**src/rtl/encap_pkg.sv**
```systemverilog
`timescale 1ns/1ps
package encap_pkg;

    localparam int          HDR_BYTES   = 48;
    localparam logic [15:0] PORT_BASE   = 16'h3000;
    localparam logic [15:0] FIXED_BYTES = 16'd34;   // IPv4 20 + UDP 8 + custom 6
    localparam logic [15:0] UDP_FIXED   = 16'd14;   // UDP 8 + custom 6

    typedef enum logic {
        ST_CAPT,
        ST_EMIT
    } encap_state_e;

    typedef struct packed {
        logic [47:0] dst_mac;
        logic [47:0] src_mac;
        logic [31:0] src_ip;
        logic [31:0] dst_ip;
        logic [15:0] ip_len;
        logic [15:0] src_port;
        logic [15:0] dst_port;
        logic [15:0] udp_len;
        logic [15:0] seq;
        logic [31:0] stamp;
    } hdr_fields_t;

    // Header byte at position idx (0..47), first transmitted byte at idx 0.
    function automatic logic [7:0] hdr_byte(input hdr_fields_t h, input logic [5:0] idx);
        logic [HDR_BYTES*8-1:0] flat;
        flat = {h.dst_mac, h.src_mac, 16'h0800,
                8'h45, 8'h00, h.ip_len, 16'h0000, 16'h4000, 8'h40, 8'h11, 16'h0000,
                h.src_ip, h.dst_ip,
                h.src_port, h.dst_port, h.udp_len, 16'h0000,
                h.seq, h.stamp};
        return flat[HDR_BYTES*8-1 - 8*int'(idx) -: 8];
    endfunction

endpackage

```
**src/rtl/encap_counter.sv**
```systemverilog
`timescale 1ns/1ps
module encap_counter #(
    parameter int          W    = 16,
    parameter logic [W-1:0] INIT = '0
) (
    input  logic         clk,
    input  logic         rst,
    input  logic         inc,
    output logic [W-1:0] q
);
    always_ff @(posedge clk) begin
        if (rst)      q <= INIT;
        else if (inc) q <= q + W'(1);
    end

    // one step per enabled cycle, modulo 2^W (covers R7 wrap)
    count_step_chk: assert property (@(posedge clk) disable iff (rst)
        inc |=> q == $past(q) + W'(1));

    count_hold_chk: assert property (@(posedge clk) disable iff (rst)
        !inc |=> $stable(q));
endmodule

```
**src/rtl/encap_word_buf.sv**
```systemverilog
`timescale 1ns/1ps
module encap_word_buf #(
    parameter int W     = 32,
    parameter int DEPTH = 32,
    localparam int AW   = $clog2(DEPTH)
) (
    input  logic          clk,
    input  logic          we,
    input  logic [AW-1:0] waddr,
    input  logic [W-1:0]  wdata,
    input  logic [AW-1:0] raddr,
    output logic [W-1:0]  rdata
);
    logic [W-1:0] mem [DEPTH];

    always_ff @(posedge clk) begin
        if (we) mem[waddr] <= wdata;
    end

    assign rdata = mem[raddr];
endmodule

```
**src/rtl/tlp_udp_encap.sv**
```systemverilog
`timescale 1ns/1ps
module tlp_udp_encap
    import encap_pkg::*;
#(
    parameter int          MAX_DW     = 32,
    parameter int          WIN_W      = 3,
    parameter int          TUNNEL_WIN = 4,
    parameter logic [15:0] SRC_PORT   = 16'h3000,
    parameter logic [15:0] SEQ_START  = 16'h0000
) (
    input  logic             clk,
    input  logic             rst,
    input  logic             tlp_valid,
    output logic             tlp_ready,
    input  logic [31:0]      tlp_data,
    input  logic             tlp_sop,
    input  logic             tlp_eop,
    input  logic [WIN_W-1:0] tlp_win,
    input  logic [47:0]      src_mac,
    input  logic [47:0]      dst_mac,
    input  logic [31:0]      src_ip,
    input  logic [31:0]      dst_ip,
    output logic             frm_valid,
    input  logic             frm_ready,
    output logic [7:0]       frm_data,
    output logic             frm_last
);
    localparam int AW    = $clog2(MAX_DW);
    localparam int CNT_W = AW + 1;
    localparam int PB_W  = AW + 2;

    encap_state_e     state;
    logic             in_pkt;
    logic             keep;
    logic [CNT_W-1:0] nwords;
    logic [3:0]       tag_lo;
    logic [31:0]      ts_cap;
    logic             in_hdr;
    logic [5:0]       hidx;
    logic [PB_W-1:0]  pidx;

    logic [31:0]      ts_q;
    logic [15:0]      seq_q;
    logic [31:0]      rd_word;

    logic             acc, start, keep_now, active, we, seq_inc;
    logic [CNT_W-1:0] widx;
    hdr_fields_t      hf;

    // Input side
    assign tlp_ready = (state == ST_CAPT);
    assign acc       = tlp_valid && tlp_ready;
    assign start     = acc && tlp_sop;
    assign keep_now  = start ? (tlp_win == WIN_W'(TUNNEL_WIN)) : keep;
    assign active    = start || in_pkt;
    assign widx      = start ? '0 : nwords;
    assign we        = acc && active && keep_now && (widx < CNT_W'(MAX_DW));

    // Output side
    assign frm_valid = (state == ST_EMIT);
    assign frm_last  = frm_valid && !in_hdr &&
                       (pidx == PB_W'({nwords, 2'b00}) - PB_W'(1));
    assign seq_inc   = frm_valid && frm_ready && frm_last;

    encap_counter #(.W(32), .INIT(32'h0)) u_stamp (
        .clk (clk), .rst (rst), .inc (1'b1), .q (ts_q)
    );

    encap_counter #(.W(16), .INIT(SEQ_START)) u_seq (
        .clk (clk), .rst (rst), .inc (seq_inc), .q (seq_q)
    );

    encap_word_buf #(.W(32), .DEPTH(MAX_DW)) u_buf (
        .clk   (clk),
        .we    (we),
        .waddr (widx[AW-1:0]),
        .wdata (tlp_data),
        .raddr (pidx[PB_W-1:2]),
        .rdata (rd_word)
    );

    always_comb begin
        hf.dst_mac  = dst_mac;
        hf.src_mac  = src_mac;
        hf.src_ip   = src_ip;
        hf.dst_ip   = dst_ip;
        hf.ip_len   = FIXED_BYTES + 16'({nwords, 2'b00});
        hf.udp_len  = UDP_FIXED + 16'({nwords, 2'b00});
        hf.src_port = SRC_PORT;
        hf.dst_port = PORT_BASE + {12'h000, tag_lo};
        hf.seq      = seq_q;
        hf.stamp    = ts_cap;
    end

    always_comb begin
        if (in_hdr) begin
            frm_data = hdr_byte(hf, hidx);
        end else begin
            case (pidx[1:0])
                2'd0:    frm_data = rd_word[31:24];
                2'd1:    frm_data = rd_word[23:16];
                2'd2:    frm_data = rd_word[15:8];
                default: frm_data = rd_word[7:0];
            endcase
        end
    end

    always_ff @(posedge clk) begin
        if (rst) begin
            state  <= ST_CAPT;
            in_pkt <= 1'b0;
            keep   <= 1'b0;
            nwords <= '0;
            tag_lo <= '0;
            ts_cap <= '0;
            in_hdr <= 1'b1;
            hidx   <= '0;
            pidx   <= '0;
        end else if (state == ST_CAPT) begin
            if (start) begin
                keep   <= keep_now;
                ts_cap <= ts_q;
                tag_lo <= '0;
            end
            if (acc && active) begin
                nwords <= (widx < CNT_W'(MAX_DW)) ? widx + CNT_W'(1) : widx;
                if (widx == CNT_W'(1)) tag_lo <= tlp_data[11:8];
                in_pkt <= !tlp_eop;
                if (tlp_eop && keep_now) begin
                    state  <= ST_EMIT;
                    in_hdr <= 1'b1;
                    hidx   <= '0;
                    pidx   <= '0;
                end
            end
        end else if (frm_ready) begin
            if (frm_last) begin
                state <= ST_CAPT;
            end else if (in_hdr) begin
                if (hidx == 6'(HDR_BYTES - 1)) in_hdr <= 1'b0;
                else                           hidx   <= hidx + 6'd1;
            end else begin
                pidx <= pidx + PB_W'(1);
            end
        end
    end


    frm_hold_chk: assert property (@(posedge clk) disable iff (rst)
        frm_valid && !frm_ready |=> frm_valid && $stable(frm_data) && $stable(frm_last));


    no_take_while_emit_chk: assert property (@(posedge clk) disable iff (rst)
        frm_valid |-> !tlp_ready);


    drop_window_chk: assert property (@(posedge clk) disable iff (rst)
        tlp_valid && tlp_ready && tlp_sop && tlp_eop && tlp_win != WIN_W'(TUNNEL_WIN)
        |=> !frm_valid);


    seq_advance_chk: assert property (@(posedge clk) disable iff (rst)
        seq_inc |=> seq_q == $past(seq_q) + 16'd1);


    stamp_capture_chk: assert property (@(posedge clk) disable iff (rst)
        start |=> ts_cap == $past(ts_q));
endmodule

```
**config.mk**
```make
export PLATFORM = sky130hd
export DESIGN_NAME = tlp_udp_encap
export DESIGN_NICKNAME = d
export VERILOG_FILES = /design/src/rtl/encap_pkg.sv /design/src/rtl/encap_counter.sv /design/src/rtl/encap_word_buf.sv /design/src/rtl/tlp_udp_encap.sv
export SDC_FILE = /design/constraint.sdc
export NUM_CORES = 1
export LEC_CHECK = 0
export ABC_AREA = 0
export BUFFER_PORTS_ARGS = -buffer_cell sky130_fd_sc_hd__buf_2
export CORE_MARGIN = 2
export CORE_UTILIZATION = 45
export CTS_CLUSTER_DIAMETER = 150
export DETAILED_ROUTE_END_ITERATION = 10
export PLACE_DENSITY_LB_ADDON = 0.2
export SETUP_SLACK_MARGIN = 0.1
export SLEW_MARGIN = 5
export SYNTH_ARGS = -nofsm -noshare
export SYNTH_HDL_FRONTEND = slang
export SYNTH_SLANG_ARGS = --single-unit
```
**constraint.sdc**
```tcl
create_clock -name clk -period 11.89 [get_ports clk]
set_input_delay 2.9725 -clock clk [delete_from_list [all_inputs] [get_ports clk]]
set_output_delay 2.9725 -clock clk [all_outputs]
set_load 0.02 [all_outputs]
```
# Word level (Yosys, flattened, before mapping)
# Memory sizes are Yosys's and may differ from the RTL's. A register that Yosys moved wholly into a read port is not among the register bits.
# Index checks and enable logic that the tools add are counted.
[classes]
n_addsub = 10
n_lt_le_gt_ge = 1
eq_ne = 11
shifts = 1
muxes = 37
bitwise = 1
n_reduce_logical = 21
[ops]
columns = ["operator", "count"]
rows = [
  ["391-bit by 10-bit indexed part select with 8-bit output", 1],
  ["6-bit two-way mux", 9],
  ["7-bit two-way mux", 6],
  ["32-bit by 1-bit adder with 32-bit output, second input constant", 1],
  ["8-bit case mux with 3 select lines", 1],
  ["16-bit by 1-bit adder with 16-bit output, second input constant", 1],
  ["14-bit by 4-bit adder with 15-bit output, first input constant", 1],
  ["1-bit two-way mux", 15],
  ["6-bit by 1-bit adder with 6-bit output, second input constant", 2],
  ["4-bit two-way mux", 3],
  ["1-bit logical AND", 10],
  ["5-bit two-way mux", 2],
  ["9-bit by 9-bit subtractor with 10-bit output, first input constant", 1],
  ["4-bit by 8-bit adder with 9-bit output, first input constant", 1],
  ["6-bit by 8-bit adder with 9-bit output, first input constant", 1],
  ["8-bit two-way mux", 1],
  ["2-bit inequality test, second input constant", 4],
  ["7-bit by 1-bit adder with 7-bit output, second input constant", 1],
  ["7-bit equality test", 1],
  ["7-bit by 1-bit subtractor with 7-bit output, second input constant", 1],
  ["6-bit by 1-bit equality test with 1-bit output, second input constant", 1],
  ["6-bit equality test, second input constant", 1],
  ["6-bit less-than comparator, second input constant", 1],
  ["6-bit AND reduction", 1],
  ["12 further kinds", 15],
]
[totals]
reg_bits = 107
mem_bits_rw = 1024
inputBits = 201
out_inout_bits = 11
elab_cells = 94
mem_count = 1
[mem_list]
columns = ["memory", "words", "word_bits", "read_ports", "rd_clocked_by_memory_dff", "wr", "line", "source"]
rows = [
  ["u_buf.mem", 32, 32, 1, 1, 1, "encap_word_buf.sv:14", "logic [W-1:0] mem [DEPTH];"],
]

# Logic depth before layout (Yosys ltp)
[logic_depth]
ltp_word = 10
mapped_depth = 11
mapped_depth_nobuf = 8

# By module
# From an unflattened synthesis, not the netlist that was laid out.
[hier_totals]
cells_unflattened = 3158
area_unflattened_um2 = 47449.3
[by_module_without_submodules]
columns = ["module", "n_inst", "cells_each", "area_each_um2", "seq_area_each_um2"]
rows = [
  ["encap_word_buf", 1, 2228, 39852.0, 30749.5],
  ["tlp_udp_encap", 1, 666, 5276.3, 1181.1],
  ["encap_counter at u_stamp", 1, 181, 1564.0, 640.6],
  ["encap_counter at u_seq", 1, 83, 757.0, 320.3],
]

# Worst setup path before layout
# OpenSTA, ideal clock, no wires.
[synth_timing]
path_kind = "input to output"
from = "input port dst_ip[2]"
to = "output port frm_data[2]"
arrival_time_ps = 4402
t_required_ps = 8917
setup_slack_ps = 4516
cell_stages = 6
n_path_buf = 0
path_cell_list = "mux2i_1 > or4_1 > a21o_1 > a211o_1 > a31o_1 > a31oi_1"
[synth_via]
elab_chain_cells = 2
[synth_rtl]
columns = ["element", "line", "source"]
rows = [
  ["start: declaration", "tlp_udp_encap.sv:22", "input logic [31:0] dst_ip,"],
  ["391-bit by 10-bit indexed part select with 8-bit output", "encap_pkg.sv:35", "return flat[HDR_BYTES*8-1 - 8*int'(idx) -: 8];"],
  ["8-bit two-way mux", "tlp_udp_encap.sv:96", "if (in_hdr) begin"],
  ["end: declaration", "tlp_udp_encap.sv:25", "output logic [7:0] frm_data,"],
]
# Every way passes these cells.

# Worst setup path in the final report
[layout_timing]
from = "input port src_ip[9]"
to = "output port frm_data[1]"
[layout_via]
elab_chain_cells = 2
[layout_rtl]
columns = ["element", "line", "source"]
rows = [
  ["start: declaration", "tlp_udp_encap.sv:21", "input logic [31:0] src_ip,"],
  ["391-bit by 10-bit indexed part select with 8-bit output", "encap_pkg.sv:35", ""],
  ["8-bit two-way mux", "tlp_udp_encap.sv:96", ""],
]
# Every way passes these cells.

==> impl_metrics.csv <==
group,metric,value,unit
outcome,status,"completed",
hold_path,hp-class,"reg -> reg",
setup_path,required,8.92,ns
clock_network,cts_resized,0,
power_and_ir_drop,p_sw,1590,uW
die,pin_count,212,
drt,vias,25890,
yosys,syn_area_per_cell,18.5,um^2
final_layout,nets,2967,
yosys,yosys.area.top_type,"edfxtp_1",
grt,grt_pass1_wl,181,mm
final_layout,area_growth,13.6,%
die,die_y,325,um
grt,grt_pass1_vias,26087,
die,die_w,325,um
die,rows,117,
grt,gr-usage-all-layers,23.4,%
clock_network,cts.sinks,1136,
setup_path,cp.arrival,5.04,ns
die,core_area,0.102,mm^2
timing,setup_tns,0,ns
power_and_ir_drop,switching_share,19.9,%
timing,final-hold-violation-count,0,
setup_path,reg2reg_depth,8,
clock_network,cts.htree.levels,3,
die,dieArea,0.106,mm^2
flow_run,maxCapViolCount,0,
clock_network,post-cts-setup-buffers,0,
yosys,ys.flop_type,"edfxtp_1",
setup_path,reg2reg_to,"u_buf.mem[27][3]$_DFFE_PP_",
power_and_ir_drop,internal_power,6390,uW
setup_path,rr_startpoint,"frm_valid$_SDFF_PP0_",
timing,tightestPinTransition,1.28,ns
yosys,synth_edf_count,1024,
drt,wire_per_inst,29.7,um
yosys,synth.distinct_cells,69,
power_and_ir_drop,vdd_drop_max,0.127,mV
power_and_ir_drop,seqPwrFrac,54.5,%
yosys,synth_area_leaders,"edfxtp_1 (66%), mux4_2 (15%), dfxtp_1 (4.8%)",
placed_design,place.gp.congestion,0.894,
yosys,syn_inst,2512,
clock_network,cts_root_buffer,"clkbuf_16",
hold_path,min-delay-start,"ts_cap[27]$_SDFFE_PP0P_",
final_layout,layout-drive-gt1-share,28.5,%
setup_path,critical_path_class,"in -> out",
drt,vias_per_cell,6.15,
power_and_ir_drop,p_clk_share,43.7,%
yosys,synth_seq_area_share,71.0,%
drt,wl,125,mm
timing,clock_skew,0.0230,ns
clock_network,insertion_delay,0.70,ns
hold_path,holdPathStages,2,
yosys,synth_warnings,0,
power_and_ir_drop,p_leak,0.0161,uW
setup_path,crit_path_end_kind,"output port",
timing,drv_slew,0,
clock_network,ctsHoldBuffers,0,
timing,finalSetupViolCount,0,
setup_path,max_stage_delay,0.76,ns
grt,grt_max_degree,121,
power_and_ir_drop,cellPowerDensity,151,mW/mm^2
drt,drc,0,
timing,grt_setup_unrepaired,"false",
yosys,synthDominantCellAreaShare,66.2,%
hold_path,min_to,"ts_cap[27]$_SDFFE_PP0P_",
grt,overflow,0,
placed_design,port_buffers,211,
power_and_ir_drop,combPwrFrac,1.8,%
final_layout,fillers,8244,
setup_path,worstPathMaxFanout,1,
clock_network,path_clk_slew,0.06,ns
drt,first_pass_iters,6,
timing,fmaxAchievable,125,MHz
yosys,syn-num-nets,2728,
timing,fin_crit,8.01,ns
clock_network,cts_tree,"done",
drt,dr.first_iter.drc_count,3189,
yosys,netlist_area,0.0464,mm^2
placed_design,dp_hpwl,71.2,mm
yosys,synthArstFlopShare,0,%
setup_path,cp_common_cell,"buf_2",
drt,postRouteAntennaNets,0,
timing,slew_headroom,12.6,%
setup_path,cp_slowest_cell,"a221oi_1",
clock_network,numCtsBuffers,112,
clock_network,clock_path_buffers,3,
timing,finalCritPeriodShare,67.4,%
setup_path,rrSetupSlack,7.61,ns
timing,holdWs,0.459,ns
die,start_util,45.5,%
setup_path,critPathLaunchType,"input port",
setup_path,path_cells,"buf_2, mux4_2, a211oi_1, nor2_1, a221oi_1, a311oi_1, buf_2",
yosys,yosys_register_bits,1136,
grt,antenna_found_initial,6,
## power by group through the flow
stage | Combinational, uW | Clock (uW) | Sequential (uW)
floorplan | 46.9 | 0 | 4440
global placement | 137 | 0 | 4440
detailed placement | 145 | 0 | 4440
CTS | 146 | 3530 | 4350
global route | 159 | 3680 | 4350
finish | 145 | 3480 | 4350
## cell usage after synthesis, types with 17 or more instances
cell type / instances
nor2_1: 94
mux4_2: 306
nand2_1: 141
nor3_1: 17
o21ai_0: 51
xnor2_1: 22
clkbuf_1: 52
nand4_1: 21
dfxtp_1: 112
a22oi_1: 40
nand3_1: 55
or3_1: 21
mux2_2: 17
inv_1: 24
a21oi_1: 107
buf_4: 20
buf_2: 46
mux2i_1: 61
edfxtp_1: 1024
nor2b_1: 21
## layer usage
metal / GRT usage [%] / share of wire [%]
met5: 0 / 0.037
met4: 6.30 / 2.6
met3: 3.86 / 7.2
met2: 37.2 / 48
met1: 33.8 / 43
## registers in the layout, summed over array words and instances (netlist names), 4 cells and up, named ones only
register,count
u_seq.q,16
u_buf.mem,1024
nwords,6
hidx,6
tag_lo,4
pidx,7
u_stamp.q,32
ts_cap,32
## per-stage QoR
stage                     instance area, um^2  cells  util (%)  power, uW  setup slack (ns)
after floorplan                         46400   2512         -       4480              4.52
after global placement                  49100   4005      48.2       4570              3.90
after detailed placement                49100   4005      48.2       4580              3.88
after CTS                               52700   4208      51.7       8030              3.84
after global routing                    52700   4208      51.7       8190              3.71
final                                   52800   4211      51.7       7980              3.88
## kinds of logic (layout without fill, tap and decap cells)
group           count (synthesis)  in the layout  share of synthesized area (%)
flops                        1136           1136                           71.0
simple gates                  432            432                           4.47
mux                           386            386                           16.7
compound gates                331            331                           4.65
buf+inv                       174            502                           2.04
xor+xnor                       38             38                          0.717
fa+ha+maj                      15             15                          0.404
other cells                     0              3                              0
## final cells by class
type                    count  area (um^2)  share of cell area [%]
clock buffers             138         3000                    5.68
multi-input cells        1202        12800                    24.2
inverters                  28          105                   0.199
diodes                      3         7.51                  0.0142
well taps                1368         1710                    3.24
repair buffers            271         1560                    2.95
clock inverters            65          609                    1.16
flip-flops and latches   1136        33000                    62.6
## worst max-delay path, delay by kind of cell
family,cells,cell delay [ns]
compound gates,3,1.20
simple gates,1,0.07
mux,1,0.45
buf+inv,2,0.34
## cells in the final DEF (no fill, tap or decap), drive strengths merged, types with 54 or more instances in the layout
cell type and count:
buf 271, nand2 141, a21oi 107, mux4 308, nor2 94, dfxtp 112
clkinv 54, o21ai 54, clkbuf 138, edfxtp 1024, nand3 55, mux2i 61
## worst max path at each step
stage	from	to	cells past startpoint
2_1_floorplan	dst_ip[2]	frm_data[2]	6
3_3_place_gp	dst_ip[17]	frm_data[1]	7
3_5_place_dp	dst_ip[17]	frm_data[1]	7
4_1_cts	flop	frm_data[2]	7
5_1_grt	flop	frm_data[2]	7
6_report	src_ip[9]	frm_data[1]	7
Power figures use the tool's default switching activity.
